--- config.mk ---
export PLATFORM = sky130hd
export DESIGN_NAME = poll_handshake_top
export DESIGN_NICKNAME = d
export VERILOG_FILES = /design/src/rtl/poll_pkg.sv /design/src/rtl/poll_dev_port.sv /design/src/rtl/poll_host_fsm.sv /design/src/rtl/poll_handshake_top.sv
export SDC_FILE = /design/constraint.sdc
export NUM_CORES = 1
export LEC_CHECK = 0
export ABC_AREA = 1
export BUFFER_PORTS_ARGS = -buffer_cell sky130_fd_sc_hd__buf_2
export CAP_MARGIN = 20
export CORE_ASPECT_RATIO = 1.25
export CORE_MARGIN = 2
export CORE_UTILIZATION = 45
export CTS_BUF_LIST = sky130_fd_sc_hd__clkbuf_2
export DETAILED_ROUTE_END_ITERATION = 12
export PLACE_DENSITY_LB_ADDON = 0.3
export SLEW_MARGIN = 30
export SYNTH_ARGS = -nofsm -noshare
export SYNTH_HDL_FRONTEND = slang
export SYNTH_SLANG_ARGS = --single-unit
--- constraint.sdc ---
create_clock -name clk -period 2.4 [get_ports clk]
set_input_delay 0.12 -clock clk [delete_from_list [all_inputs] [get_ports clk]]
set_output_delay 0.12 -clock clk [all_outputs]
set_load 0.005 [all_outputs]
--- src/rtl/poll_pkg.sv ---
package poll_pkg;

    localparam int unsigned BYTE_W = 8;

    typedef enum logic [1:0] {
        H_SCAN = 2'd0,
        H_READ = 2'd1,
        H_WAIT = 2'd2
    } host_st_e;

    typedef struct packed {
        logic              wr;
        logic [BYTE_W-1:0] data;
    } exec_cmd_t;

    function automatic int unsigned wrap_next(input int unsigned cur, input int unsigned n);
        return (cur + 1 >= n) ? 0 : cur + 1;
    endfunction

endpackage

--- src/rtl/poll_dev_port.sv ---
module poll_dev_port
    import poll_pkg::*;
(
    input  logic              clk,
    input  logic              rst,
    input  logic              req,
    input  logic              host_busy,
    input  logic [BYTE_W-1:0] din,
    input  logic              clr,
    input  logic              clr_fail,
    output logic              write_bit,
    output logic              ready_bit,
    output logic              err_bit,
    output exec_cmd_t         cmd
);

    logic [BYTE_W-1:0] data_q;

    always_ff @(posedge clk) begin
        if (rst) begin
            write_bit <= 1'b0;
            ready_bit <= 1'b0;
            err_bit   <= 1'b0;
            data_q    <= '0;
        end else if (clr) begin
            write_bit <= 1'b0;
            ready_bit <= 1'b0;
            err_bit   <= clr_fail;
        end else if (write_bit && !ready_bit) begin
            ready_bit <= 1'b1;
        end else if (req && !host_busy && !write_bit && !ready_bit) begin
            write_bit <= 1'b1;
            data_q    <= din;
        end
    end

    assign cmd.wr   = write_bit;
    assign cmd.data = data_q;

endmodule

--- src/rtl/poll_host_fsm.sv ---
module poll_host_fsm
    import poll_pkg::*;
#(
    parameter int unsigned N_DEV = 4,
    localparam int unsigned IDX_W = (N_DEV > 1) ? $clog2(N_DEV) : 1
) (
    input  logic             clk,
    input  logic             rst,
    input  logic [N_DEV-1:0] ready_vec,
    input  exec_cmd_t        cmd_arr [N_DEV],
    input  logic             done,
    output logic             busy,
    output logic             exec_valid,
    output logic [IDX_W-1:0] sel,
    output exec_cmd_t        exec_cmd,
    output logic [N_DEV-1:0] clr_vec
);

    host_st_e         st;
    logic [IDX_W-1:0] ptr;
    logic             finish;

    assign finish = (st == H_WAIT) && done;

    always_comb begin
        clr_vec = '0;
        if (finish) clr_vec[sel] = 1'b1;
    end

    always_ff @(posedge clk) begin
        if (rst) begin
            st         <= H_SCAN;
            ptr        <= '0;
            sel        <= '0;
            busy       <= 1'b0;
            exec_valid <= 1'b0;
            exec_cmd   <= '0;
        end else begin
            case (st)
                H_SCAN: begin
                    if (ready_vec[ptr]) begin
                        busy <= 1'b1;
                        sel  <= ptr;
                        st   <= H_READ;
                    end else begin
                        ptr <= IDX_W'(wrap_next(32'(ptr), N_DEV));
                    end
                end
                H_READ: begin
                    exec_valid <= 1'b1;
                    exec_cmd   <= cmd_arr[sel];
                    st         <= H_WAIT;
                end
                H_WAIT: begin
                    exec_valid <= 1'b0;
                    if (done) begin
                        busy <= 1'b0;
                        ptr  <= IDX_W'(wrap_next(32'(sel), N_DEV));
                        st   <= H_SCAN;
                    end
                end
                default: st <= H_SCAN;
            endcase
        end
    end

endmodule

--- src/rtl/poll_handshake_top.sv ---
module poll_handshake_top
    import poll_pkg::*;
#(
    parameter int unsigned N_DEV = 4,
    localparam int unsigned IDX_W = (N_DEV > 1) ? $clog2(N_DEV) : 1
) (
    input  logic                    clk,
    input  logic                    rst,
    input  logic [N_DEV-1:0]        dev_req,
    input  logic [N_DEV*BYTE_W-1:0] dev_data,
    output logic                    host_busy,
    output logic [N_DEV-1:0]        dev_write,
    output logic [N_DEV-1:0]        dev_ready,
    output logic [N_DEV-1:0]        dev_error,
    output logic                    exec_valid,
    output logic [IDX_W-1:0]        exec_idx,
    output logic                    exec_wr,
    output logic [BYTE_W-1:0]       exec_data,
    input  logic                    exec_done,
    input  logic                    exec_fail
);

    exec_cmd_t        cmd_arr [N_DEV];
    exec_cmd_t        exec_cmd;
    logic [N_DEV-1:0] clr_vec;

    for (genvar g = 0; g < N_DEV; g++) begin : g_dev
        poll_dev_port u_port (
            .clk       (clk),
            .rst       (rst),
            .req       (dev_req[g]),
            .host_busy (host_busy),
            .din       (dev_data[g*BYTE_W +: BYTE_W]),
            .clr       (clr_vec[g]),
            .clr_fail  (exec_fail),
            .write_bit (dev_write[g]),
            .ready_bit (dev_ready[g]),
            .err_bit   (dev_error[g]),
            .cmd       (cmd_arr[g])
        );
    end

    poll_host_fsm #(.N_DEV(N_DEV)) u_host (
        .clk        (clk),
        .rst        (rst),
        .ready_vec  (dev_ready),
        .cmd_arr    (cmd_arr),
        .done       (exec_done),
        .busy       (host_busy),
        .exec_valid (exec_valid),
        .sel        (exec_idx),
        .exec_cmd   (exec_cmd),
        .clr_vec    (clr_vec)
    );

    assign exec_wr   = exec_cmd.wr;
    assign exec_data = exec_cmd.data;

endmodule

==> results_dict.tcl <==
set metrics [dict create \
    hold-path-endpoint "u_host.st[1]" \
    cp-startpoint "u_host.sel[1]" \
    fin_ws_ps 415 \
    hold_path.class "in2reg" \
    crit_family "flip-flops" \
    worstReg2RegStart "u_host.sel[1]" \
    setup_viol_count_final 0 \
    worstPathArrival_ps 2380 \
    wl_per_cell_um 12.4 \
    slew_violations 0 \
    reg2reg_slack_ps 410 \
    die_width_um 75.1 \
    drv_cap 0 \
    path_cells "inv_1, ha_1, inv_1, nor2_4, nor2_4, clkinv_4, nor2_1, nor2_1" \
    htree_num_levels 3 \
    port_buffers 64 \
    area_delta_synth_final_pct 27.2 \
    dp_hpwl_um 4790 \
    wl_um 7010 \
    fin_nets 523 \
    final_cell_mix "nor2_1, buf_2, dfxtp_1" \
    grt_antenna_before_repair 0 \
    timing.reg2reg.worst_path_depth 8 \
    cp-end-kind "flip-flop" \
    viasPerCell 4.81 \
    critPathKind "reg2reg" \
    critPathSlowestCell "dfxtp_1" \
    holdPathStages 6 \
    min_from "exec_done" \
    fillCellCount 599 \
    ys_ff_latch 61 \
    placementRows 32 \
    rsz0062_at_grt "no" \
    syn-cell-area_sq_um 2840 \
    clock_skew_ps 32.7 \
    pin_count 65 \
    drt_iter0_markers 83 \
    core-area_sq_um 6130 \
    ctsRootBufferMaster "clkbuf_2" \
    grt_pass1_vias 2703 \
    fin_crit_sh_pct 82.7 \
    max_clock_freq_ghz 0.504 \
    mostFrequentLayoutCell "nor2_1" \
    start_kind "flip-flop" \
    ant_nets 0 \
    initial_utilization_pct 46.4 \
    cts_tree "done" \
    gp_congestion 0.831 \
    hold_viol_final 0 \
    p_leak_nw 1.72 \
    clk_path_buf_depth 2 \
    ir_drop_uv 431 \
    required_ps 2800 \
    yosys_warnings 0 \
    drive_gt1_share_pct 20.7 \
    synth_area_per_cell_sq_um 7.44 \
    numCtsBuffers 9 \
    slowest_delay_ps 620 \
    worst-path-buf-inv 3 \
    drtPass1Iterations 4 \
    reg2reg_to "g_dev[1].u_port.data_q[7]" \
    clkTransAtPathRegs_ps 180 \
    netlist_instances 382 \
    totalNegativeSetupSlack_ps 0 \
    cts_sinks 61 \
    vias 2710 \
    dieArea_sq_um 6970 \
    p_per_area_nw_per_um2 957 \
    worst_pin_slew_ps 640 \
    dp_slack_ps 550 \
    gr-total-overflow 0 \
    slew_headroom_pct 57.3 \
    status "completed" \
    diodes 0 \
    grt_start_max_net_pins 53 \
    clk-insertion-delay-late_ps 500 \
    path_max_fanout 13 \
    grt_pass1_wl_um 11500 \
    seq_area_frac_synth_pct 43.0 \
    track_usage_pct 21.6 \
    drcViolationCount 0 \
    period_needed_ps 1990 \
    synth.distinct_cells 24 \
    syn-num-nets 432 \
    die_h_um 92.9 \
]
==> cell families after synthesis <==
logic type                 Yosys count  synth area share [%]
AOI/OAI and AO/OA                   84                  15.5
adders and majority gates           10                  4.40
buffers and inverters               66                  11.8
DFF                                 61                  43.0
muxes                                1                 0.352
and+or+nand+nor                    160                  25.0
==> sequential cells by signal, indices dropped and copies added (netlist names), 2 cells and up <==
signal,flops
u_host.st,2
u_host.exec_cmd,9
u_host.ptr,2
u_host.sel,2
g_dev.u_port.write_bit,4
g_dev.u_port.ready_bit,4
g_dev.u_port.err_bit,4
g_dev.u_port.data_q,32
==> Yosys cell counts <==
master | instances | area, sq um
nor2_1 | 110 | 413
dfxtp_1 | 61 | 1220
o21ai_0 | 58 | 290
inv_1 | 35 | 131
nand2_1 | 19 | 71.3
a21oi_1 | 16 | 80.1
nand3_1 | 15 | 75.1
buf_4 | 14 | 105
ha_1 | 10 | 125
nor2_4 | 8 | 90.1
o211ai_1 | 8 | 60.1
buf_2 | 6 | 30.0
clkbuf_1 | 4 | 15.0
clkinv_4 | 4 | 35.0
nand4_1 | 4 | 25.0
inv_2 | 2 | 7.51
buf_6 | 1 | 11.3
mux2i_1 | 1 | 10.0
nand2_4 | 1 | 11.3
nand3_2 | 1 | 10.0
nand3b_1 | 1 | 7.51
nor2_2 | 1 | 6.26
o21ai_1 | 1 | 5.00
o22ai_1 | 1 | 6.26
==> worst reg2reg max path: stages (launching register included) <==
cell	delay [ps]
dfxtp_1	620
inv_1	270
ha_1	250
inv_1	90
nor2_4	50
nor2_4	240
clkinv_4	130
nor2_1	150
nor2_1	70
==> area by class of cell <==
| cell class | count | area, sq um | share of cell area, % |
|---|---|---|---|
| Inverter | 41 | 174 | 4.81 |
| Multi-Input combinational cell | 255 | 1290 | 35.6 |
| Tap cell | 85 | 106 | 2.94 |
| Clock buffer | 10 | 50.0 | 1.38 |
| Clock inverter | 6 | 53.8 | 1.49 |
| Timing Repair Buffer | 105 | 723 | 20.0 |
| Sequential cell | 61 | 1220 | 33.8 |
==> worst max-delay path by stage <==
stage | slack [ps] | end | cells after the start
floorplan | 810 | g_dev[2].u_port.data_q[0] | 10
CTS | 490 | g_dev[1].u_port.data_q[6] | 8
detailed placement | 550 | g_dev[0].u_port.data_q[1] | 8
global placement | 620 | g_dev[1].u_port.data_q[6] | 8
global route | 240 | g_dev[1].u_port.data_q[7] | 8
finish | 410 | g_dev[1].u_port.data_q[7] | 8
==> metal layers <==
metal | wire length [um] | GRT usage, % | vias to the layer above
met1 | 2960 | 24.4 | 1211
li1 | - | - | 1404
met2 | 3490 | 37.9 | 77
met3 | 396 | 4.46 | 18
met5 | 0 | 0 | -
met4 | 155 | 9.82 | 0
==> where the power goes <==
part / total [mW] / internal, mW / switching, mW
clock: 0.607 / 0.235 / 0.372
combinational: 1.41 / 0.537 / 0.878
sequential: 1.44 / 1.27 / 0.173
total: 3.46 / 2.04 / 1.42
==> through the flow <==
step | area [sq um] | hold slack [ps] | utilization (%) | total power, mW | instances
2_1_floorplan | 2840 | 189 | - | 2.46 | 382
3_3_place_gp | 3130 | 340 | 51.1 | 2.80 | 509
3_5_place_dp | 3130 | 347 | 51.1 | 2.82 | 509
4_1_cts | 3610 | 81.8 | 59.0 | 3.47 | 563
5_1_grt | 3610 | 114 | 59.0 | 3.76 | 563
6_report | 3610 | 105 | 59.0 | 3.46 | 563
==> repair_timing <==
item	in CTS	in global routing
endpoints found under the setup margin	0	0
setup buffers	0	0
hold endpoints to repair	45	0
resized for setup	0	0
hold buffers	38	0
Note: power is estimated with default switching activity, not from simulation.
